**src/rtl/xfer_seq_pkg.sv**
```systemverilog
package xfer_seq_pkg;
  typedef enum logic [1:0] {
    XM_NORMAL = 2'b00,
    XM_REPEAT = 2'b01,
    XM_BLOCK  = 2'b10,
    XM_RSVD   = 2'b11
  } xfer_mode_e;

  typedef enum logic [1:0] {
    AM_FIXED = 2'b00,
    AM_INC   = 2'b01,
    AM_DEC   = 2'b10,
    AM_HOLD  = 2'b11
  } addr_mode_e;

  typedef enum logic [1:0] {
    ST_IDLE,
    ST_RD,
    ST_WR,
    ST_FIN
  } seq_state_e;
endpackage

```
**src/rtl/xfer_addr_step.sv**
```systemverilog
module xfer_addr_step
  import xfer_seq_pkg::*;
#(
  parameter int AW    = 32,
  parameter int CNT_W = 16
) (
  input  logic [AW-1:0]      addr_i,
  input  addr_mode_e         mode_i,
  input  logic [1:0]         size_i,
  input  logic               rewind_i,
  input  logic [CNT_W/2-1:0] area_n_i,
  output logic [AW-1:0]      addr_o
);
  localparam int HW = CNT_W / 2;

  logic [AW-1:0] step;
  logic [AW-1:0] span;
  logic [AW-1:0] adv;
  logic [HW:0]   n_items;

  always_comb begin
    step    = AW'(1) << size_i;
    n_items = (area_n_i == '0) ? {1'b1, {HW{1'b0}}} : {1'b0, area_n_i};
    span    = AW'(n_items) << size_i;
    case (mode_i)
      AM_INC:  adv = addr_i + step;
      AM_DEC:  adv = addr_i - step;
      default: adv = addr_i;
    endcase
    addr_o = adv;
    if (rewind_i) begin
      case (mode_i)
        AM_INC:  addr_o = adv - span;
        AM_DEC:  addr_o = adv + span;
        default: addr_o = adv;
      endcase
    end
  end
endmodule

```
**src/rtl/xfer_count_step.sv**
```systemverilog
module xfer_count_step
  import xfer_seq_pkg::*;
#(
  parameter int CNT_W = 16
) (
  input  xfer_mode_e       mode_i,
  input  logic [CNT_W-1:0] cnt_a_i,
  input  logic [CNT_W-1:0] cnt_b_i,
  input  logic             irq_each_i,
  output logic [CNT_W-1:0] cnt_a_o,
  output logic [CNT_W-1:0] cnt_b_o,
  output logic             wrap_o,
  output logic             last_o,
  output logic             final_o,
  output logic             irq_o
);
  localparam int HW = CNT_W / 2;

  logic [HW-1:0] lo_dec;
  logic [HW-1:0] hi;
  logic          hit;

  always_comb begin
    hi      = cnt_a_i[CNT_W-1:HW];
    lo_dec  = cnt_a_i[HW-1:0] - HW'(1);
    hit     = (lo_dec == '0);
    cnt_a_o = cnt_a_i - CNT_W'(1);
    cnt_b_o = cnt_b_i;
    wrap_o  = 1'b0;
    last_o  = 1'b1;
    final_o = 1'b0;
    irq_o   = 1'b0;
    case (mode_i)
      XM_REPEAT: begin
        wrap_o  = hit;
        cnt_a_o = {hi, hit ? hi : lo_dec};
      end
      XM_BLOCK: begin
        wrap_o  = hit;
        last_o  = hit;
        cnt_a_o = {hi, hit ? hi : lo_dec};
        final_o = hit && (cnt_b_i == CNT_W'(1));
        cnt_b_o = hit ? cnt_b_i - CNT_W'(1) : cnt_b_i;
        irq_o   = hit && (irq_each_i || final_o);
      end
      default: begin
        final_o = (cnt_a_i == CNT_W'(1));
        irq_o   = irq_each_i || final_o;
      end
    endcase
  end
endmodule

```
**src/rtl/xfer_seq.sv**
```systemverilog
module xfer_seq
  import xfer_seq_pkg::*;
#(
  parameter int AW    = 32,
  parameter int CNT_W = 16
) (
  input  logic             clk,
  input  logic             rst_n,
  input  logic             start,
  input  logic [1:0]       cfg_mode,
  input  logic [1:0]       cfg_size,
  input  logic [1:0]       cfg_src_step,
  input  logic [1:0]       cfg_dst_step,
  input  logic             cfg_area_dst,
  input  logic             cfg_irq_each,
  input  logic [AW-1:0]    ld_src,
  input  logic [AW-1:0]    ld_dst,
  input  logic [CNT_W-1:0] ld_cnt_a,
  input  logic [CNT_W-1:0] ld_cnt_b,
  output logic             busy,
  output logic             done,
  output logic [AW-1:0]    wb_src,
  output logic [AW-1:0]    wb_dst,
  output logic [CNT_W-1:0] wb_cnt_a,
  output logic [CNT_W-1:0] wb_cnt_b,
  output logic             irq_req,
  output logic             complete,
  output logic             bus_err,
  output logic             mem_valid,
  input  logic             mem_ready,
  output logic             mem_we,
  output logic [1:0]       mem_size,
  output logic [AW-1:0]    mem_addr,
  output logic [31:0]      mem_wdata,
  input  logic [31:0]      mem_rdata,
  input  logic             mem_err
);
  localparam int HW = CNT_W / 2;
  localparam int DW = 32;

  seq_state_e       state;
  xfer_mode_e       mode_q;
  addr_mode_e       amode_q [2];
  logic [1:0]       size_q;
  logic             area_dst_q;
  logic             each_q;
  logic [AW-1:0]    side_q  [2];
  logic [AW-1:0]    side_nx [2];
  logic [CNT_W-1:0] cnt_a_q, cnt_b_q, cnt_a_nx, cnt_b_nx;
  logic [DW-1:0]    data_q, data_mask;
  logic             wrap, last_item, final_hit, irq_hit;
  logic             irq_r, cmp_r, err_r;

  xfer_count_step #(.CNT_W(CNT_W)) u_count (
    .mode_i    (mode_q),
    .cnt_a_i   (cnt_a_q),
    .cnt_b_i   (cnt_b_q),
    .irq_each_i(each_q),
    .cnt_a_o   (cnt_a_nx),
    .cnt_b_o   (cnt_b_nx),
    .wrap_o    (wrap),
    .last_o    (last_item),
    .final_o   (final_hit),
    .irq_o     (irq_hit)
  );

  // Index 0 is the source side, index 1 the destination side.
  for (genvar g = 0; g < 2; g++) begin : g_side
    xfer_addr_step #(.AW(AW), .CNT_W(CNT_W)) u_step (
      .addr_i  (side_q[g]),
      .mode_i  (amode_q[g]),
      .size_i  (size_q),
      .rewind_i(wrap && (area_dst_q == 1'(g))),
      .area_n_i(cnt_a_q[CNT_W-1:HW]),
      .addr_o  (side_nx[g])
    );
  end

  always_comb begin
    case (size_q)
      2'd0:    data_mask = DW'(8'hFF);
      2'd1:    data_mask = DW'(16'hFFFF);
      default: data_mask = '1;
    endcase
  end

  always_ff @(posedge clk or negedge rst_n) begin
    if (!rst_n) begin
      state      <= ST_IDLE;
      mode_q     <= XM_NORMAL;
      amode_q[0] <= AM_FIXED;
      amode_q[1] <= AM_FIXED;
      size_q     <= '0;
      area_dst_q <= 1'b0;
      each_q     <= 1'b0;
      side_q[0]  <= '0;
      side_q[1]  <= '0;
      cnt_a_q    <= '0;
      cnt_b_q    <= '0;
      data_q     <= '0;
      irq_r      <= 1'b0;
      cmp_r      <= 1'b0;
      err_r      <= 1'b0;
    end else begin
      case (state)
        ST_IDLE: begin
          if (start) begin
            mode_q     <= xfer_mode_e'(cfg_mode);
            amode_q[0] <= addr_mode_e'(cfg_src_step);
            amode_q[1] <= addr_mode_e'(cfg_dst_step);
            size_q     <= (cfg_size == 2'd3) ? 2'd2 : cfg_size;
            area_dst_q <= cfg_area_dst;
            each_q     <= cfg_irq_each;
            side_q[0]  <= ld_src;
            side_q[1]  <= ld_dst;
            cnt_a_q    <= ld_cnt_a;
            cnt_b_q    <= ld_cnt_b;
            irq_r      <= 1'b0;
            cmp_r      <= 1'b0;
            err_r      <= 1'b0;
            state      <= ST_RD;
          end
        end
        ST_RD: begin
          if (mem_ready) begin
            if (mem_err) begin
              err_r <= 1'b1;
              state <= ST_FIN;
            end else begin
              data_q <= mem_rdata & data_mask;
              state  <= ST_WR;
            end
          end
        end
        ST_WR: begin
          if (mem_ready) begin
            if (mem_err) begin
              err_r <= 1'b1;
              state <= ST_FIN;
            end else begin
              side_q[0] <= side_nx[0];
              side_q[1] <= side_nx[1];
              cnt_a_q   <= cnt_a_nx;
              cnt_b_q   <= cnt_b_nx;
              if (last_item) begin
                irq_r <= irq_hit;
                cmp_r <= final_hit;
                state <= ST_FIN;
              end else begin
                state <= ST_RD;
              end
            end
          end
        end
        default: state <= ST_IDLE;
      endcase
    end
  end

  assign busy      = (state != ST_IDLE);
  assign done      = (state == ST_FIN);
  assign wb_src    = side_q[0];
  assign wb_dst    = side_q[1];
  assign wb_cnt_a  = cnt_a_q;
  assign wb_cnt_b  = cnt_b_q;
  assign irq_req   = irq_r;
  assign complete  = cmp_r;
  assign bus_err   = err_r;
  assign mem_valid = (state == ST_RD) || (state == ST_WR);
  assign mem_we    = (state == ST_WR);
  assign mem_size  = size_q;
  assign mem_addr  = (state == ST_WR) ? side_q[1] : side_q[0];
  assign mem_wdata = data_q;
endmodule

```
**config.mk**
```make
export PLATFORM = sky130hd
export DESIGN_NAME = xfer_seq
export DESIGN_NICKNAME = d
export VERILOG_FILES = /design/src/rtl/xfer_seq_pkg.sv /design/src/rtl/xfer_addr_step.sv /design/src/rtl/xfer_count_step.sv /design/src/rtl/xfer_seq.sv
export SDC_FILE = /design/constraint.sdc
export NUM_CORES = 1
export LEC_CHECK = 0
export ABC_AREA = 1
export BUFFER_PORTS_ARGS = -buffer_cell sky130_fd_sc_hd__buf_2
export CORE_ASPECT_RATIO = 1.2
export CORE_UTILIZATION = 50
export DETAILED_ROUTE_END_ITERATION = 10
export HOLD_SLACK_MARGIN = 0.08
export PLACE_DENSITY = 0.82
export SYNTH_ARGS = -nofsm -noshare
export SYNTH_HDL_FRONTEND = slang
export SYNTH_SLANG_ARGS = --single-unit
```
**constraint.sdc**
```tcl
create_clock -name clk -period 18.29 [get_ports clk]
set_input_delay 1.829 -clock clk [delete_from_list [all_inputs] [get_ports clk]]
set_output_delay 1.829 -clock clk [all_outputs]
set_load 0.01 [all_outputs]
```
### Word level (Yosys, flattened, before mapping)

Cells that the tools add are included.

| word-level totals | value |
|---|---|
| output and inout bits | 169 |
| bits of input ports | 143 |
| bits in registers | 143 |

| cells by class | value |
|---|---|
| reductions and logical operators | 24 |
| add/sub/neg operators | 11 |
| shift operators | 2 |
| equal/unequal tests | 23 |
| multiplexer cells | 49 |
| bitwise logic cells | 3 |

Operators with widths:

| cell | number |
|---|---|
| $pmux 32 s2 | 5 |
| $mux 64 | 3 |
| $mux 16 | 9 |
| $add 32x32->32 | 4 |
| $pmux 64 s2 | 1 |
| $sub 32x32->32 | 4 |
| $mux 32 | 3 |
| $pmux 16 s2 | 2 |
| $and 32x32->32 | 1 |
| $eq 16x1->1 const B | 2 |
| $shl 1x2->32 const A | 1 |
| $shl 9x2->32 | 1 |
| $sub 16x1->16 const B | 2 |
| $logic_not 8->1 | 2 |
| $eq 2x2->1 const B | 6 |
| $mux 1 | 12 |
| $mux 2 | 6 |
| $eq 2x1->1 const B | 5 |
| $ne 2x1->1 const B | 5 |
| $ne 2x2->1 const B | 5 |
| $pmux 1 s2 | 5 |
| $reduce_and 5->1 | 2 |
| $mux 9 | 1 |
| $mux 8 | 1 |
| 12 further kinds | 24 |

### Logic depth before layout (Yosys ltp)

Gate-level depths: netlist of run 1.

| logic depth | value |
|---|---|
| depth in word-level cells | 10 |
| gate-level depth with buffers | 42 |
| depth with buffers taken out | 40 |

### Cells and area by module

Synthesis of run 1 repeated with hierarchy kept, for this count alone.

| unflattened totals | value |
|---|---|
| cell total of the unflattened synthesis | 3949 |
| area total of the unflattened synthesis | 21164.0 um^2 |

By module, submodules not included:

| module | area each (um^2) | cells each | instances | sequential area each (um^2) |
|---|---|---|---|---|
| xfer_seq | 7384.6 | 1075 | 1 | 3578.4 |
| xfer_addr_step (g_side[1].u_step) | 6257.3 | 1320 | 1 | 0.0 |
| xfer_addr_step (g_side[0].u_step) | 6252.2 | 1318 | 1 | 0.0 |
| xfer_count_step | 1270.0 | 236 | 1 | 0.0 |

### Worst setup path after synthesis of run 1

OpenSTA, ideal clock, no wires.

| path | value |
|---|---|
| kind | register to register |
| start point | reg size_q[1] (netlist: mem_size[1]) |
| end point | reg side_q, in the netlist wb_dst[31] |
| buffers on the path | 3 |
| arrival | 5.960 ns |
| library setup time | 0.116 ns |
| cell stages (with the launch flop) | 38 |
| path slack | 12.213 ns |
| period minus slack after synthesis | 6.077 ns |
| data required time | 18.174 ns |
| path through | dfrtp_1 > clkbuf_1 > clkbuf_1 > nor2_1 > clkinv_1 > ha_1 > clkbuf_1 > inv_1 > o21ai_0 > ha_1 > nand2_1 > inv_1 > a21oi_1 > o21ai_0 > a21oi_1 > nor2_1 > nor2_1 > o21ai_0 > [2 not listed] > nand2_1 > inv_1 > ha_1 > nand2_1 > nor4_1 > nand3_1 > nand3_1 > nand2_1 > o211ai_1 > nand2_1 > nand2_1 > a21oi_2 > o21ai_1 > nand2_1 > nand3_1 > nand3_1 > nand2_1 > nand2_1 |

| on the way | value |
|---|---|
| longest elaborated chain between the ends | 9 |

RTL lines:

| item | line | RTL |
|---|---|---|
| from (decl) | xfer_seq.sv:44 | `logic [1:0] size_q;` |
| from (signal assigned) | xfer_seq.sv:111 | `size_q <= (cfg_size == 2'd3) ? 2'd2 : cfg_size;` |
| $shl 1x2->32 | xfer_addr_step.sv:22 | `step = AW'(1) << size_i;` |
| $sub 32x32->32 / $add 32x32->32 (equally long branches) | xfer_addr_step.sv:27, xfer_addr_step.sv:26 |  |
| $pmux 32 s2 | xfer_addr_step.sv:25 | `case (mode_i)` |
| $add 32x32->32 / $sub 32x32->32 (equally long branches) | xfer_addr_step.sv:34, xfer_addr_step.sv:33 |  |
| $pmux 32 s2 | xfer_addr_step.sv:32 | `case (mode_i)` |
| $mux 32 (*) | xfer_addr_step.sv:31 | `if (rewind_i) begin` |
| $mux 64 (*) | xfer_seq.sv:137 | `if (mem_err) begin` |
| $mux 64 (*) | xfer_seq.sv:136 | `if (mem_ready) begin` |
| $pmux 64 s2 (*) | xfer_seq.sv:105 | `case (state)` |
| to (decl) | xfer_seq.sv:47 | `logic [AW-1:0] side_q [2];` |

Every way passes the cells marked *; elsewhere a longest branch is shown, timed or not. The select of a mux whose other input is x is not followed.
A chain may end at the register's enable or synchronous reset.

### Worst setup path after layout of run 1

| path | value |
|---|---|
| start point | reg size_q[1] (netlist: mem_size[1]) |
| end point | reg side_q, in the netlist wb_src[30] |

The elaborated chain is that of the path after synthesis.

==> results of run 1 <==
-- worst min path at each step --
stage / from / end / slack, ns / depth (start not counted)
after floorplan: each_q / each_q / 0.45 / 2
after global placement: mem_wdata[6] / mem_wdata[6] / 0.45 / 2
after detailed placement: mem_wdata[6] / mem_wdata[6] / 0.46 / 2
after CTS: mem_wdata[7] / mem_wdata[7] / 0.48 / 2
after global routing: mem_wdata[4] / mem_wdata[4] / 0.49 / 2
final: mem_wdata[3] / mem_wdata[3] / 0.48 / 2
-- worst max-delay path: cells and delay by family (launching register included) --
kind,cells,cell delay (ns)
AO/OA/AOI/OAI,5,0.86
adder cells (fa/ha/maj),3,1.44
buffers and inverters,5,0.91
flip-flops,1,0.57
AND/OR/NAND/NOR,24,2.79
-- metal layers --
metal	track usage, %	share of wire [%]	vias to the layer above
li1	-	-	9400
met4	19.04	5.2	0
met1	43.68	40	9061
met2	57.96	47	940
met3	5.527	8.1	201
met5	0	0	-
-- metrics by stage --
stage	area [um2]	hold slack (ns)	setup slack (ns)
4_1_cts	18960	0.4778	11.76
2_1_floorplan	16520	0.4495	12.21
3_5_place_dp	18330	0.4581	11.81
5_1_grt	18970	0.4903	11.01
6_report	18970	0.4760	11.62
3_3_place_gp	18330	0.4500	12.00
-- cell usage after synthesis, types with 8 or more instances --
cell type	number
nor4_1	10
a22oi_1	18
o21a_1	10
ha_1	141
inv_1	333
nand2_1	656
o211ai_1	53
or2_2	38
o21ai_0	278
xnor2_1	15
nor2_1	215
o22ai_1	16
o21ai_1	10
clkbuf_1	83
nor3_1	27
dfrtp_1	143
o21bai_1	19
a31oi_1	29
nand3_1	147
a21oi_1	249
a21boi_0	8
o221ai_1	8
xor2_1	46
nand4_1	24
-- kinds of logic after synthesis --
kind of cell,share of synthesized area (%)
simple gates,28.64
compound gates,24.86
buf+inv,10.21
fa+ha+maj,11.17
flops,21.67
xor+xnor,3.333
mux,0.1212
-- state kept, by name, indices dropped and copies added (netlist names) --
register / flops
mem_wdata: 32
wb_dst: 32
complete: 1
wb_cnt_b: 16
wb_src: 32
irq_req: 1
mode_q: 2
each_q: 1
area_dst_q: 1
bus_err: 1
mem_size: 2
state: 2
amode_q: 4
wb_cnt_a: 16
-- cell type report --
| cell class | instances | area, um2 | area share, % |
|---|---|---|---|
| diodes | 2 | 5.005 | 0.02639 |
| clock buffers | 17 | 425.4 | 2.243 |
| flip-flops and latches | 143 | 3578 | 18.87 |
| multi-input cells | 2070 | 11280 | 59.49 |
| well taps | 407 | 509.2 | 2.685 |
| clock inverters | 15 | 201.4 | 1.062 |
| repair buffers | 326 | 1675 | 8.834 |
| inverters | 343 | 1287 | 6.788 |
==> results by group, run 1 <==
Status
  – Status: complete, no violations

Synth
  – Post-Syn Instances: 2,656
  – Warnings, synthesis: 0
  – Largest cells by area after synthesis: dfrtp_1, nand2_1, ha_1, o21ai_0, inv_1
  – Post-synth top area share: 21.67%
  – Number of synthesized flops with an enable pin: 0
  – Area leader, netlist: dfrtp_1
  – Syn_area_per_cell: 6.218 um2
  – Dominant synthesized flop cell: dfrtp_1
  – Ys async rst share: 100.0%
  – FF+latch count, synth: 143
  – Post-synthesis sequential area ratio: 21.67%
  – Post-synthesis instance area: 16,520 um2
  – Number of distinct library cells after synthesis: 54
  – Post-Syn Nets: 2,944

Die
  – Die height: 201.1 um
  – Die area: 33,770 um2
  – I/O pin cnt: 312
  – Core Box Area: 32,340 um2
  – Die width: 167.9 um
  – Row count: 72
  – Starting density of the core: 51.07%

Routing
  – DR vias: 19,600
  – Vias per cell: 5.899
  – Final WL: 60,200 um
  – ANT nets after route: 0
  – DRT Pass-1 Iters: 6
  – Drt first-iter violations: 1,993
  – Drt wl/cell: 18.12 um
  – DRC viols: 0

Timing
  – RSZ-0062 raised after global routing: false
  – Final setup viols: 0
  – Final Hold Fails: 0
  – Relative slew slack: 28.53%
  – Max-slew violation count: 0
  – Clk_skew: 0.02057 ns
  – Setup_tns: 0 ns
  – Worst-Margin Slew: 1.067 ns
  – Fmax: 149.8 MHz
  – Part of the cycle the worst path needs: 36.49%
  – Final Critical Period: 6.674 ns

Placement
  – # placed instances: 3,289
  – Buffers on Ports: 311
  – HPWL after detailed placement: 46,300 um
  – RePlAce Congestion: 1.065

CTS
  – Worst-skew pair later-pin latency: 0.46 ns
  – TritonCTS clock tree: built
  – CTS buffer count: 17
  – CTS sink cnt: 143
  – Postcts setup bufs: 0
  – Hold bufs inserted after CTS: 0
  – CTS Root Buffer Type: clkbuf_16
  – H-tree levels: 4
  – Clock buffer depth: 2
  – Cts repair resizes: 0
  – Clock Pin Slew Worst Setup and Hold Paths: 0.08 ns

Hold path
  – Worst hold-check path type: flop to flop

Global routing
  – Vias in the first global route: 18,480
  – Gr usage total: 35.06%
  – Largest net degree at the start of global routing: 81
  – Initial antenna violation count: 2
  – Grt total ovfl: 0
  – First-pass GRT wire length: 94,330 um

Layout
  – Nets: 3,189
  – Most frequent cells in the layout: nand2_1, inv_1, buf_2
  – Area Growth Syn to Fin: 14.83%
  – Most common cell after layout, fill and taps aside: nand2_1
  – Fillers: 3,160
  – Final core utilization: 58.64%
  – Layout cells sized above 1: 14.48%
  – Fin cells: 3,323

Setup path
  – CP Data Required Time: 18.62 ns
  – Critical path type: flop to flop
  – Reg-to-reg startpoint: mem_size[1]
  – Crit-path slowest cell: ha_1
  – Worst path max stage delay: 0.60 ns
  – Arr. time, crit path: 7.01 ns
  – Worst setup SP type: flop
  – CP most frequent cell: nand2_1
  – Worst R2R Setup Slack: 11.62 ns
  – Critical Path Start: mem_size[1]
  – Crit path to: wb_src[30]
  – Reg-to-Reg End: wb_src[30]
  – Worst Reg-to-Reg Cells: 37
  – Worst-path fanout max: 21
  – Critical path capture point type: flop

Run
  – Max_cap viols: 0
Power of run 1 is left out: the tool's default activity adds up to more than one toggle a clock period on the data nets, which glitch-free logic cannot reach.
==> run 2: changes to the inputs <==
ABC_AREA = 0   (was 1)
PLACE_DENSITY = 0.86   (was 0.82)
clock period = 5.6 ns   (was 18.29 ns; I/O delays follow)
==> results by group, run 2 <==
Setup path
  – Critical path capture point type: flop (unchanged)
  – Arr. time, crit path: 6.36 ns (was 7.01 ns)
  – Worst-path fanout max: 6 (was 21)
  – CP Data Required Time: 5.95 ns (was 18.62 ns)
  – Crit-path slowest cell: or4_4 (was ha_1)
  – Worst path max stage delay: 0.59 ns (was 0.60 ns)
  – Critical path type: flop to flop (unchanged)
  – Worst setup SP type: flop (unchanged)
  – Reg-to-reg startpoint: mem_size[1] (unchanged)
  – Critical Path Start: mem_size[1] (unchanged)

Status
  – Failing checks: DRC, setup timing
  – Status: finished with violations (was complete, no violations)

Placement
  – Buffers on Ports: 311 (unchanged)
  – HPWL after detailed placement: 47,310 um (was 46,300 um)
  – # placed instances: 2,882 (was 3,289)
  – RePlAce Congestion: 0.9990 (was 1.065)

Timing
  – Relative slew slack: 14.85% (was 28.53%)
  – Worst-Margin Slew: 1.264 ns (was 1.067 ns)
  – Final setup viols: 10 (was 0)
  – Final setup margin: -0.4174 ns (was 11.62 ns)
  – Final Hold Fails: 0 (unchanged)
  – Max-slew violation count: 0 (unchanged)
  – Minimum hold slack: 0.1948 ns (was 0.4760 ns)
  – Fmax: 166.2 MHz (was 149.8 MHz)
  – Part of the cycle the worst path needs: 107.5% (was 36.49%)
  – RSZ-0062 raised after global routing: true (was false)
  – Clk_skew: 0.01691 ns (was 0.02057 ns)
  – Final Critical Period: 6.017 ns (was 6.674 ns)

Synth
  – Number of distinct library cells after synthesis: 81 (was 54)
  – Post-synthesis sequential area ratio: 23.21% (was 21.67%)
  – Syn_area_per_cell: 7.622 um2 (was 6.218 um2)
  – Area leader, netlist: dfrtp_1 (unchanged)
  – Post-Syn Instances: 2,023 (was 2,656)
  – Most frequent cell after synthesis: nand2_1 (unchanged)
  – Warnings, synthesis: 0 (unchanged)
  – Post-Syn Nets: 2,311 (was 2,944)
  – Post-synthesis instance area: 15,420 um2 (was 16,520 um2)
  – FF+latch count, synth: 143 (unchanged)
  – Post-synth top area share: 23.21% (was 21.67%)
  – Dominant synthesized flop cell: dfrtp_1 (unchanged)
  – Largest cells by area after synthesis: dfrtp_1, ha_1, o21ai_0, nand2_1, a21oi_1 (was dfrtp_1, nand2_1, ha_1, o21ai_0, inv_1)
  – Number of synthesized flops with an enable pin: 0 (unchanged)
  – Ys async rst share: 100.0% (unchanged)
  – Most instantiated cells after synthesis: nand2_1, o21ai_0, nor2_1, a21oi_1, dfrtp_1 (was nand2_1, inv_1, o21ai_0, a21oi_1, nor2_1)

Routing
  – Final WL: 63,460 um (was 60,200 um)
  – WL met3: 5119 um (was 4892 um)
  – DR vias: 18,510 (was 19,600)
  – Drt wl/cell: 21.45 um (was 18.12 um)
  – DRC viols: 2 (was 0)
  – DRT Pass-1 Iters: 9 (was 6)
  – ANT nets after route: 0 (unchanged)
  – Metal2 WL: 30,030 um (was 28,120 um)
  – Max layer used: met5 (was met4)
  – Vias per cell: 6.254 (was 5.899)
  – Drt first-iter violations: 1,770 (was 1,993)
  – WL met1: 23,120 um (was 24,080 um)

Layout
  – Layout cells sized above 1: 33.31% (was 14.48%)
  – Area Growth Syn to Fin: 35.29% (was 14.83%)
  – Most common cell after layout, fill and taps aside: buf_2 (was nand2_1)
  – Final core utilization: 68.64% (was 58.64%)
  – Most frequent cells in the layout: buf_2, buf_4, nand2_1 (was nand2_1, inv_1, buf_2)
  – Fin cells: 2,959 (was 3,323)
  – Nets: 2,833 (was 3,189)

Global routing
  – Gr usage total: 38.70% (was 35.06%)
  – Largest net degree at the start of global routing: 87 (was 81)
  – First-pass GRT wire length: 94,650 um (was 94,330 um)
  – Grt total ovfl: 0 (unchanged)
  – Vias in the first global route: 17,820 (was 18,480)
  – Initial antenna violation count: 6 (was 2)

Run
  – Max_cap viols: 0 (unchanged)

Die
  – Row count: 70 (was 72)
  – Core Box Area: 30,390 um2 (was 32,340 um2)
  – I/O pin cnt: 312 (unchanged)
  – Die height: 194.4 um (was 201.1 um)
  – Starting density of the core: 50.74% (was 51.07%)
  – Die area: 31,550 um2 (was 33,770 um2)
  – Die width: 162.3 um (was 167.9 um)

CTS
  – Hold bufs inserted after CTS: 0 (unchanged)
  – CTS Root Buffer Type: clkbuf_16 (unchanged)
  – Worst-skew pair later-pin latency: 0.45 ns (was 0.46 ns)
  – CTS sink cnt: 143 (unchanged)
  – CTS buffer count: 17 (unchanged)
  – H-tree levels: 4 (unchanged)
  – Clock buffer depth: 2 (unchanged)
  – Clock Pin Slew Worst Setup and Hold Paths: 0.08 ns (about the same)
  – TritonCTS clock tree: built (unchanged)

Hold path
  – Worst hold-check path type: primary input to async pin (was flop to flop)
## run 2: changes by cell type after synthesis, moves of 30 or more
cell	previous run	this run
or2_2	38	4
inv_1	333	57
o211ai_1	53	23
a21o_1	5	62
o21ai_0	278	215
nand2_1	656	261
xnor2_1	15	67
nand3_1	147	23
a21oi_1	249	165
mux2_2	0	58
## run 2: cell families after synthesis
| family | count (synthesis) | synth area share, % |
|---|---|---|
| AO/OA/AOI/OAI | 721 | 29.06 |
| AND/OR/NAND/NOR | 635 | 18.35 |
| multiplexers | 83 | 5.891 |
| adder cells (fa/ha/maj) | 145 | 11.96 |
| flip-flops | 143 | 23.21 |
| buffers and inverters | 166 | 4.065 |
| XOR/XNOR | 130 | 7.473 |
## run 2: what timing repair did
item | in CTS | in global routing
pin swaps | 55 | 78
gates resized for setup | 41 | 127
setup buffers | 27 | 16
endpoints found under the setup margin | 16 | 30
## run 2: critical path, delay by kind of cell, from the launching register on
family	cells	cell delay (ns)
buffers and inverters	4	0.47
and+or+nand+nor	13	2.85
xor gates and xnor gates	2	0.33
DFF	1	0.46
adders and majority gates	3	0.96
AOI/OAI and AO/OA	6	0.85
## run 2: final cells by class
class	instances	area, um2
repair buffers	611	3861
fillers	2449	9530
well taps	396	495.5
clock buffers	18	439.2
flip-flops and latches	143	3580
diodes	5	12.51
inverters	58	217.7
clock inverters	14	138.9
multi-input cells	1714	12120
## run 2: final timing paths
path | to | slack, ns | depth (start not counted)
setup / recovery | wb_src[31] | -0.42 | 28
hold / removal | wb_dst[14] | 0.19 | 1
setup reg to reg | wb_src[31] | -0.42 | 28
hold reg to reg | mem_wdata[27] | 0.48 | 2
max in group asynchronous | mem_size[1] | 4.02 | 2
min in group clk | wb_dst[27] | 0.33 | 3
## run 2: stage by stage
step	TNS, ns	instance area, um2	worst slack, ns
global placement	-0.7748	19290	-0.1903
floorplan	-0.3479	15740	-0.1532
detailed placement	-1.832	19290	-0.3177
global route	-5.867	20860	-0.6404
finish	-1.673	20860	-0.4174
CTS	-0.4824	20240	-0.1762
## run 2: layer usage
metal / global-route usage, % / vias up
met4: 28.62 / 2
met5: 0 / -
met3: 7.085 / 339
met2: 63.88 / 1065
met1: 44.44 / 8670
li1: - / 8431
Power of run 2 is left out for the same reason.
